### src/rtl/qdac_pkg.sv
// Shared types for the quad DAC serial transmitter.
package qdac_pkg;
    // Sequencer states; each waits for half-period ticks.
    typedef enum logic [2:0] {
        ST_IDLE,
        ST_BIT_LO,
        ST_BIT_HI,
        ST_GAP,
        ST_LOAD,
        ST_LDAC
    } qdac_state_e;
endpackage

### src/rtl/qdac_half_timer.sv
// Half-period timer: while run_i is high, emits a one-cycle tick every
// (lim_i + 1) system cycles. Held cleared while run_i is low so the first
// tick comes exactly lim_i + 1 cycles after run_i rises.
// Assumes lim_i is stable while run_i is high.
module qdac_half_timer #(
    parameter int DIV_W = 8
) (
    input  logic             clk_i,
    input  logic             rst_ni,
    input  logic             run_i,
    input  logic [DIV_W-1:0] lim_i,
    output logic             tick_o
);
    logic [DIV_W-1:0] cnt_q;

    // Tick when the count reaches the limit.
    assign tick_o = run_i && (cnt_q >= lim_i);

    // Count system cycles within the current half period.
    always_ff @(posedge clk_i) begin
        if (!rst_ni) begin
            cnt_q <= '0;
        end else if (!run_i || tick_o) begin
            cnt_q <= '0;
        end else begin
            cnt_q <= cnt_q + DIV_W'(1);
        end
    end
endmodule

### src/rtl/qdac_frame_seq.sv
// Frame sequencer: shifts a FRAME_W-bit word MSB first on a low-idle
// serial clock, then pulses the commit strobe low for two ticks, then
// optionally the update strobe for two ticks. Also runs a standalone
// update pulse. All line outputs are registered.
// Assumes start_wr_i and start_upd_i are only raised while busy_o is low
// and never together.
module qdac_frame_seq
    import qdac_pkg::*;
#(
    parameter int FRAME_W = 11
) (
    input  logic               clk_i,
    input  logic               rst_ni,
    input  logic               start_wr_i,
    input  logic               start_upd_i,
    input  logic [FRAME_W-1:0] word_i,
    input  logic               auto_i,
    input  logic               tick_i,
    output logic               busy_o,
    output logic               sclk_o,
    output logic               sdata_o,
    output logic               load_n_o,
    output logic               ldac_n_o
);
    localparam int CNT_W = $clog2(FRAME_W);

    qdac_state_e        state_q;
    logic [FRAME_W-1:0] shreg_q;
    logic [CNT_W-1:0]   left_q;
    logic               pend_q;
    logic               phase_q;
    logic               auto_q;
    logic               sclk_q;
    logic               load_n_q;
    logic               ldac_n_q;

    // Output mapping: data is the shift register MSB.
    assign busy_o   = (state_q != ST_IDLE);
    assign sclk_o   = sclk_q;
    assign sdata_o  = shreg_q[FRAME_W-1];
    assign load_n_o = load_n_q;
    assign ldac_n_o = ldac_n_q;

    // Sequencer: advances on ticks, shifts one cycle after each clock fall.
    always_ff @(posedge clk_i) begin
        if (!rst_ni) begin
            state_q  <= ST_IDLE;
            shreg_q  <= '0;
            left_q   <= '0;
            pend_q   <= 1'b0;
            phase_q  <= 1'b0;
            auto_q   <= 1'b0;
            sclk_q   <= 1'b0;
            load_n_q <= 1'b1;
            ldac_n_q <= 1'b1;
        end else begin
            case (state_q)
                ST_IDLE: begin
                    if (start_wr_i) begin
                        shreg_q <= word_i;
                        left_q  <= CNT_W'(FRAME_W - 1);
                        auto_q  <= auto_i;
                        pend_q  <= 1'b0;
                        state_q <= ST_BIT_LO;
                    end else if (start_upd_i) begin
                        ldac_n_q <= 1'b0;
                        phase_q  <= 1'b0;
                        state_q  <= ST_LDAC;
                    end
                end
                ST_BIT_LO: begin
                    if (pend_q) begin
                        shreg_q <= {shreg_q[FRAME_W-2:0], 1'b0};
                        pend_q  <= 1'b0;
                    end
                    if (tick_i) begin
                        sclk_q  <= 1'b1;
                        state_q <= ST_BIT_HI;
                    end
                end
                ST_BIT_HI: begin
                    if (tick_i) begin
                        sclk_q <= 1'b0;
                        if (left_q == '0) begin
                            state_q <= ST_GAP;
                        end else begin
                            left_q  <= left_q - CNT_W'(1);
                            pend_q  <= 1'b1;
                            state_q <= ST_BIT_LO;
                        end
                    end
                end
                ST_GAP: begin
                    if (tick_i) begin
                        load_n_q <= 1'b0;
                        phase_q  <= 1'b0;
                        state_q  <= ST_LOAD;
                    end
                end
                ST_LOAD: begin
                    if (tick_i) begin
                        if (phase_q) begin
                            load_n_q <= 1'b1;
                            phase_q  <= 1'b0;
                            if (auto_q) begin
                                ldac_n_q <= 1'b0;
                                state_q  <= ST_LDAC;
                            end else begin
                                state_q  <= ST_IDLE;
                            end
                        end else begin
                            phase_q <= 1'b1;
                        end
                    end
                end
                ST_LDAC: begin
                    if (tick_i) begin
                        if (phase_q) begin
                            ldac_n_q <= 1'b1;
                            phase_q  <= 1'b0;
                            state_q  <= ST_IDLE;
                        end else begin
                            phase_q <= 1'b1;
                        end
                    end
                end
                default: state_q <= ST_IDLE;
            endcase
        end
    end
endmodule

### src/rtl/qdac_serial_tx.sv
// Top: quad DAC serial command transmitter. Accepts a write (selector,
// gain, code) or a standalone update pulse while idle, captures the
// divider, and drives the four converter control lines.
// Assumes request fields are valid in the cycle req_valid_i is high.
module qdac_serial_tx #(
    parameter int CHAN_W = 2,
    parameter int CODE_W = 8,
    parameter int DIV_W  = 8
) (
    input  logic              clk_i,
    input  logic              rst_ni,
    input  logic              req_valid_i,
    output logic              req_ready_o,
    input  logic [CHAN_W-1:0] req_chan_i,
    input  logic              req_gain_i,
    input  logic [CODE_W-1:0] req_code_i,
    input  logic              upd_pulse_i,
    input  logic              auto_upd_i,
    input  logic [DIV_W-1:0]  half_div_i,
    output logic              dac_sclk_o,
    output logic              dac_sdata_o,
    output logic              dac_load_n_o,
    output logic              dac_ldac_n_o
);
    localparam int FRAME_W = CHAN_W + 1 + CODE_W;

    logic             busy;
    logic             tick;
    logic             take_wr;
    logic             take_upd;
    logic [DIV_W-1:0] lim_q;

    // Handshake: writes win over a same-cycle update pulse.
    assign req_ready_o = !busy;
    assign take_wr     = req_valid_i && !busy;
    assign take_upd    = upd_pulse_i && !req_valid_i && !busy;

    // Capture the half-period limit (divider - 1, floor 0) at acceptance.
    always_ff @(posedge clk_i) begin
        if (!rst_ni) begin
            lim_q <= '0;
        end else if (take_wr || take_upd) begin
            lim_q <= (half_div_i == '0) ? '0 : half_div_i - DIV_W'(1);
        end
    end

    qdac_half_timer #(.DIV_W(DIV_W)) u_timer (
        .clk_i  (clk_i),
        .rst_ni (rst_ni),
        .run_i  (busy),
        .lim_i  (lim_q),
        .tick_o (tick)
    );

    qdac_frame_seq #(.FRAME_W(FRAME_W)) u_seq (
        .clk_i       (clk_i),
        .rst_ni      (rst_ni),
        .start_wr_i  (take_wr),
        .start_upd_i (take_upd),
        .word_i      ({req_chan_i, req_gain_i, req_code_i}),
        .auto_i      (auto_upd_i),
        .tick_i      (tick),
        .busy_o      (busy),
        .sclk_o      (dac_sclk_o),
        .sdata_o     (dac_sdata_o),
        .load_n_o    (dac_load_n_o),
        .ldac_n_o    (dac_ldac_n_o)
    );
endmodule

### config.mk
export PLATFORM = sky130hd
export DESIGN_NAME = qdac_serial_tx
export DESIGN_NICKNAME = d
export VERILOG_FILES = /design/src/rtl/qdac_pkg.sv /design/src/rtl/qdac_half_timer.sv /design/src/rtl/qdac_frame_seq.sv /design/src/rtl/qdac_serial_tx.sv
export SDC_FILE = /design/constraint.sdc
export NUM_CORES = 1
export LEC_CHECK = 0
export ABC_CLOCK_PERIOD_IN_PS = 5220
export BUFFER_PORTS_ARGS = -buffer_cell sky130_fd_sc_hd__buf_2
export CORE_MARGIN = 4
export CORE_UTILIZATION = 25
export CTS_CLUSTER_SIZE = 8
export DETAILED_ROUTE_END_ITERATION = 6
export GPL_TIMING_DRIVEN = 0
export PLACE_DENSITY = 0.42
export SETUP_SLACK_MARGIN = 0.15
export SKIP_CTS_REPAIR_TIMING = 1
export SYNTH_ARGS = -nofsm -noshare
export SYNTH_HDL_FRONTEND = slang
export SYNTH_SLANG_ARGS = --single-unit
### constraint.sdc
create_clock -name clk_i -period 5.22 [get_ports clk_i]
set_input_delay 0.783 -clock clk_i [delete_from_list [all_inputs] [get_ports clk_i]]
set_output_delay 0.783 -clock clk_i [all_outputs]
set_load 0.01 [all_outputs]
==> impl_metrics.yaml <==
sta:
  finalCritPeriodShare_pct: 40.4
  hold_viol_final: 0
  final.setup.tns_ns: 0
  fmax_mhz: 474
  tightest_slew_ns: 0.658
  period_needed_ns: 2.11
  fin_skew_ns: 0.0142
  final-setup-viol-count: 0
  drv_slew: 0
  rsz0062_at_grt: "false"
  relSlewSlack_pct: 55.8
  finalWorstSetupSlack_ns: 3.11
setup_path:
  critical-path-max-stage-delay_ns: 0.42
  path_cells: "nor3_2 -> buf_2"
  required_ns: 4.44
  r2r_end: "u_seq.state_q[1]$_SDFFE_PN0P_"
  r2r_cells: 9
  endpoint_kind: "output pin"
  arrival_ns: 1.33
  crit_path_start_kind: "flip-flop"
  rr_startpoint: "lim_q[5]$_SDFFE_PN0P_"
  crit_path_max_fanout: 7
  r2r_slack_ns: 3.14
  criticalPathCategory: "reg -> out"
  slowest_stage: "nor3_2"
cells_and_area:
  fin_util_pct: 30.4
  syn2layout_area_growth_pct: 17.4
  nets: 332
  fillers: 909
  mostFrequentLayoutCells: "nor2_1 (50), dfxtp_1 (40), buf_2 (31)"
  final_cell_area_um2: 2520
  diodes: 0
  layout-drive-gt1-share_pct: 18.5
  layout_commonest_cell: "nor2_1"
detailed_routing:
  remaining_drc_errors: 0
  drt_iter0_drc: 50
  firstDrtPassIters: 4
  num_vias: 1831
  wl_per_cell_um: 12.3
  drtAntennaViolNets: 0
  wl_mm: 4.97
  via_per_inst: 4.54
yosys:
  yosysSeqAreaShare_pct: 37.3
  synth_area_um2: 2150
  yosysUniqueCellTypes: 45
  synth_edf_count: 0
  syn_nets: 298
  synth_seq_cells: 40
  synth_warnings: 0
  synth_area_per_cell_um2: 8.16
  synth_ff_type: "dfxtp_1"
  syn_inst: 263
  async_flop_share_pct: 0
floorplanning:
  rows: 33
  core_um2: 8300
  ios: 29
  initial_core_util_pct: 25.9
  die_area_um2: 10100
  die_x_um: 101
  dieHeight_um: 101
global_route:
  antenna_found_initial: 0
  grt_max_degree: 13
  grt_pass1_vias: 1805
  grtUsageTotal_pct: 10.5
  grt_pass1_wl_mm: 8.60
  overflow: 0
min_path:
  worstHoldStart: "u_seq.ldac_n_o$_SDFFE_PN1P_"
  hold_depth: 2
  holdPathEnd: "u_seq.ldac_n_o$_SDFFE_PN1P_"
  min_path_type: "reg -> reg"
cts:
  cts.htree.levels: 2
  cts_tree: "built"
  clk_latency_ns: 0.29
  clkSlewWorstSetupHoldPaths_ns: 0.09
  numCtsBuffers: 5
  clockBufferDepth: 2
  clock-sinks: 40
  cts_root_buffer: "clkbuf_8"
placed_design:
  dp_hpwl_mm: 3.82
  port_buffers: 27
  finalWeightedCongestion: 0.791
  dp_slack_ns: 2.85
  dpl_cell_area_um2: 2410
status:
  outcome: "complete, no violations"
job:
  maxCapViolations: 0
power:
  ir_drop_mv: 0.166
  p_leak_nw: 1.00
  p_per_area_nw_per_um2: 450
-- cell type report --
type | instances | area, um2 | area share (%)
plain buffers | 11 | 50.0 | 1.99
clock buffers | 6 | 72.6 | 2.88
clock inverters | 2 | 35.0 | 1.39
inverters | 17 | 63.8 | 2.53
multi-input cells | 195 | 1230 | 48.9
flip-flops and latches | 40 | 801 | 31.8
well taps | 105 | 131 | 5.21
repair buffers | 27 | 135 | 5.36
-- registers in the layout, summed over array words and instances, names as in the netlist --
signal / flops
lim_q: 8
u_seq.auto_q: 1
u_seq.ldac_n_o: 1
u_seq.left_q: 4
u_seq.load_n_o: 1
u_seq.pend_q: 1
u_seq.phase_q: 1
u_seq.sclk_o: 1
u_seq.shreg_q: 11
u_seq.state_q: 3
u_timer.cnt_q: 8
-- layer usage --
layer | up-vias | global-route usage, % | part of all wire [%] | wire, um
met4 | 0 | 3.21 | 0.95 | 47
met1 | 825 | 13.9 | 52 | 2560
met3 | 4 | 2.77 | 4.5 | 226
met5 | - | 0 | 0 | 0
met2 | 31 | 16.5 | 43 | 2140
li1 | 971 | - | - | -
-- worst max-delay path by stage --
stage	from	slack (ns)	end	cells after the start
2_1_floorplan	half_div_i[4]	3.30	lim_q[4]$_SDFFE_PN0P_	6
4_1_cts	u_seq.state_q[2]$_SDFFE_PN0P_	3.08	req_ready_o	2
5_1_grt	half_div_i[4]	2.95	lim_q[3]$_SDFFE_PN0P_	7
3_3_place_gp	half_div_i[4]	2.86	lim_q[5]$_SDFFE_PN0P_	7
3_5_place_dp	half_div_i[4]	2.85	lim_q[4]$_SDFFE_PN0P_	7
6_report	u_seq.state_q[2]$_SDFFE_PN0P_	3.11	req_ready_o	2
-- logic make-up after synthesis --
family | count (synthesis) | synth area share [%]
AO/OA/AOI/OAI | 52 | 16.3
flip-flops | 40 | 37.3
buffers and inverters | 28 | 5.30
multiplexers | 12 | 5.59
AND/OR/NAND/NOR | 109 | 24.6
XOR/XNOR | 11 | 4.49
adder cells (fa/ha/maj) | 11 | 6.41
-- per-stage QoR --
stage | power, mW | hold slack (ns) | std cells
2_1_floorplan | 0.773 | 0.446 | 263
3_3_place_gp | 0.904 | 0.468 | 395
3_5_place_dp | 0.900 | 0.479 | 395
4_1_cts | 1.16 | 0.492 | 403
5_1_grt | 1.24 | 0.520 | 403
6_report | 1.14 | 0.490 | 403
-- synthesized netlist by cell type, types with 6 or more instances --
library cell  instances  share of area [%]
a21oi_1              23                5.4
clkbuf_1              6                1.0
dfxtp_1              40                 37
ha_1                 11                6.4
inv_1                16                2.8
mux2i_1              12                5.6
nand2_1              12                2.1
nand3_1              11                2.6
nor2_1               50                8.7
nor2_2                8                2.3
nor3_1                6                1.4
xnor2_1               6                2.4
-- critical path: cells and delay by family (launching register included) --
kind | cells | cell delay (ns)
buffers and inverters | 1 | 0.22
DFF | 1 | 0.40
and+or+nand+nor | 1 | 0.42
-- power by group --
part / total (mW) / internal, mW / switching (mW) / leakage, nW
Combinational: 0.476 / 0.180 / 0.295 / 0.618
Clock: 0.249 / 0.142 / 0.107 / 0.0552
Sequential: 0.411 / 0.365 / 0.0461 / 0.327
No activity file was read; power rests on OpenSTA's default activity.
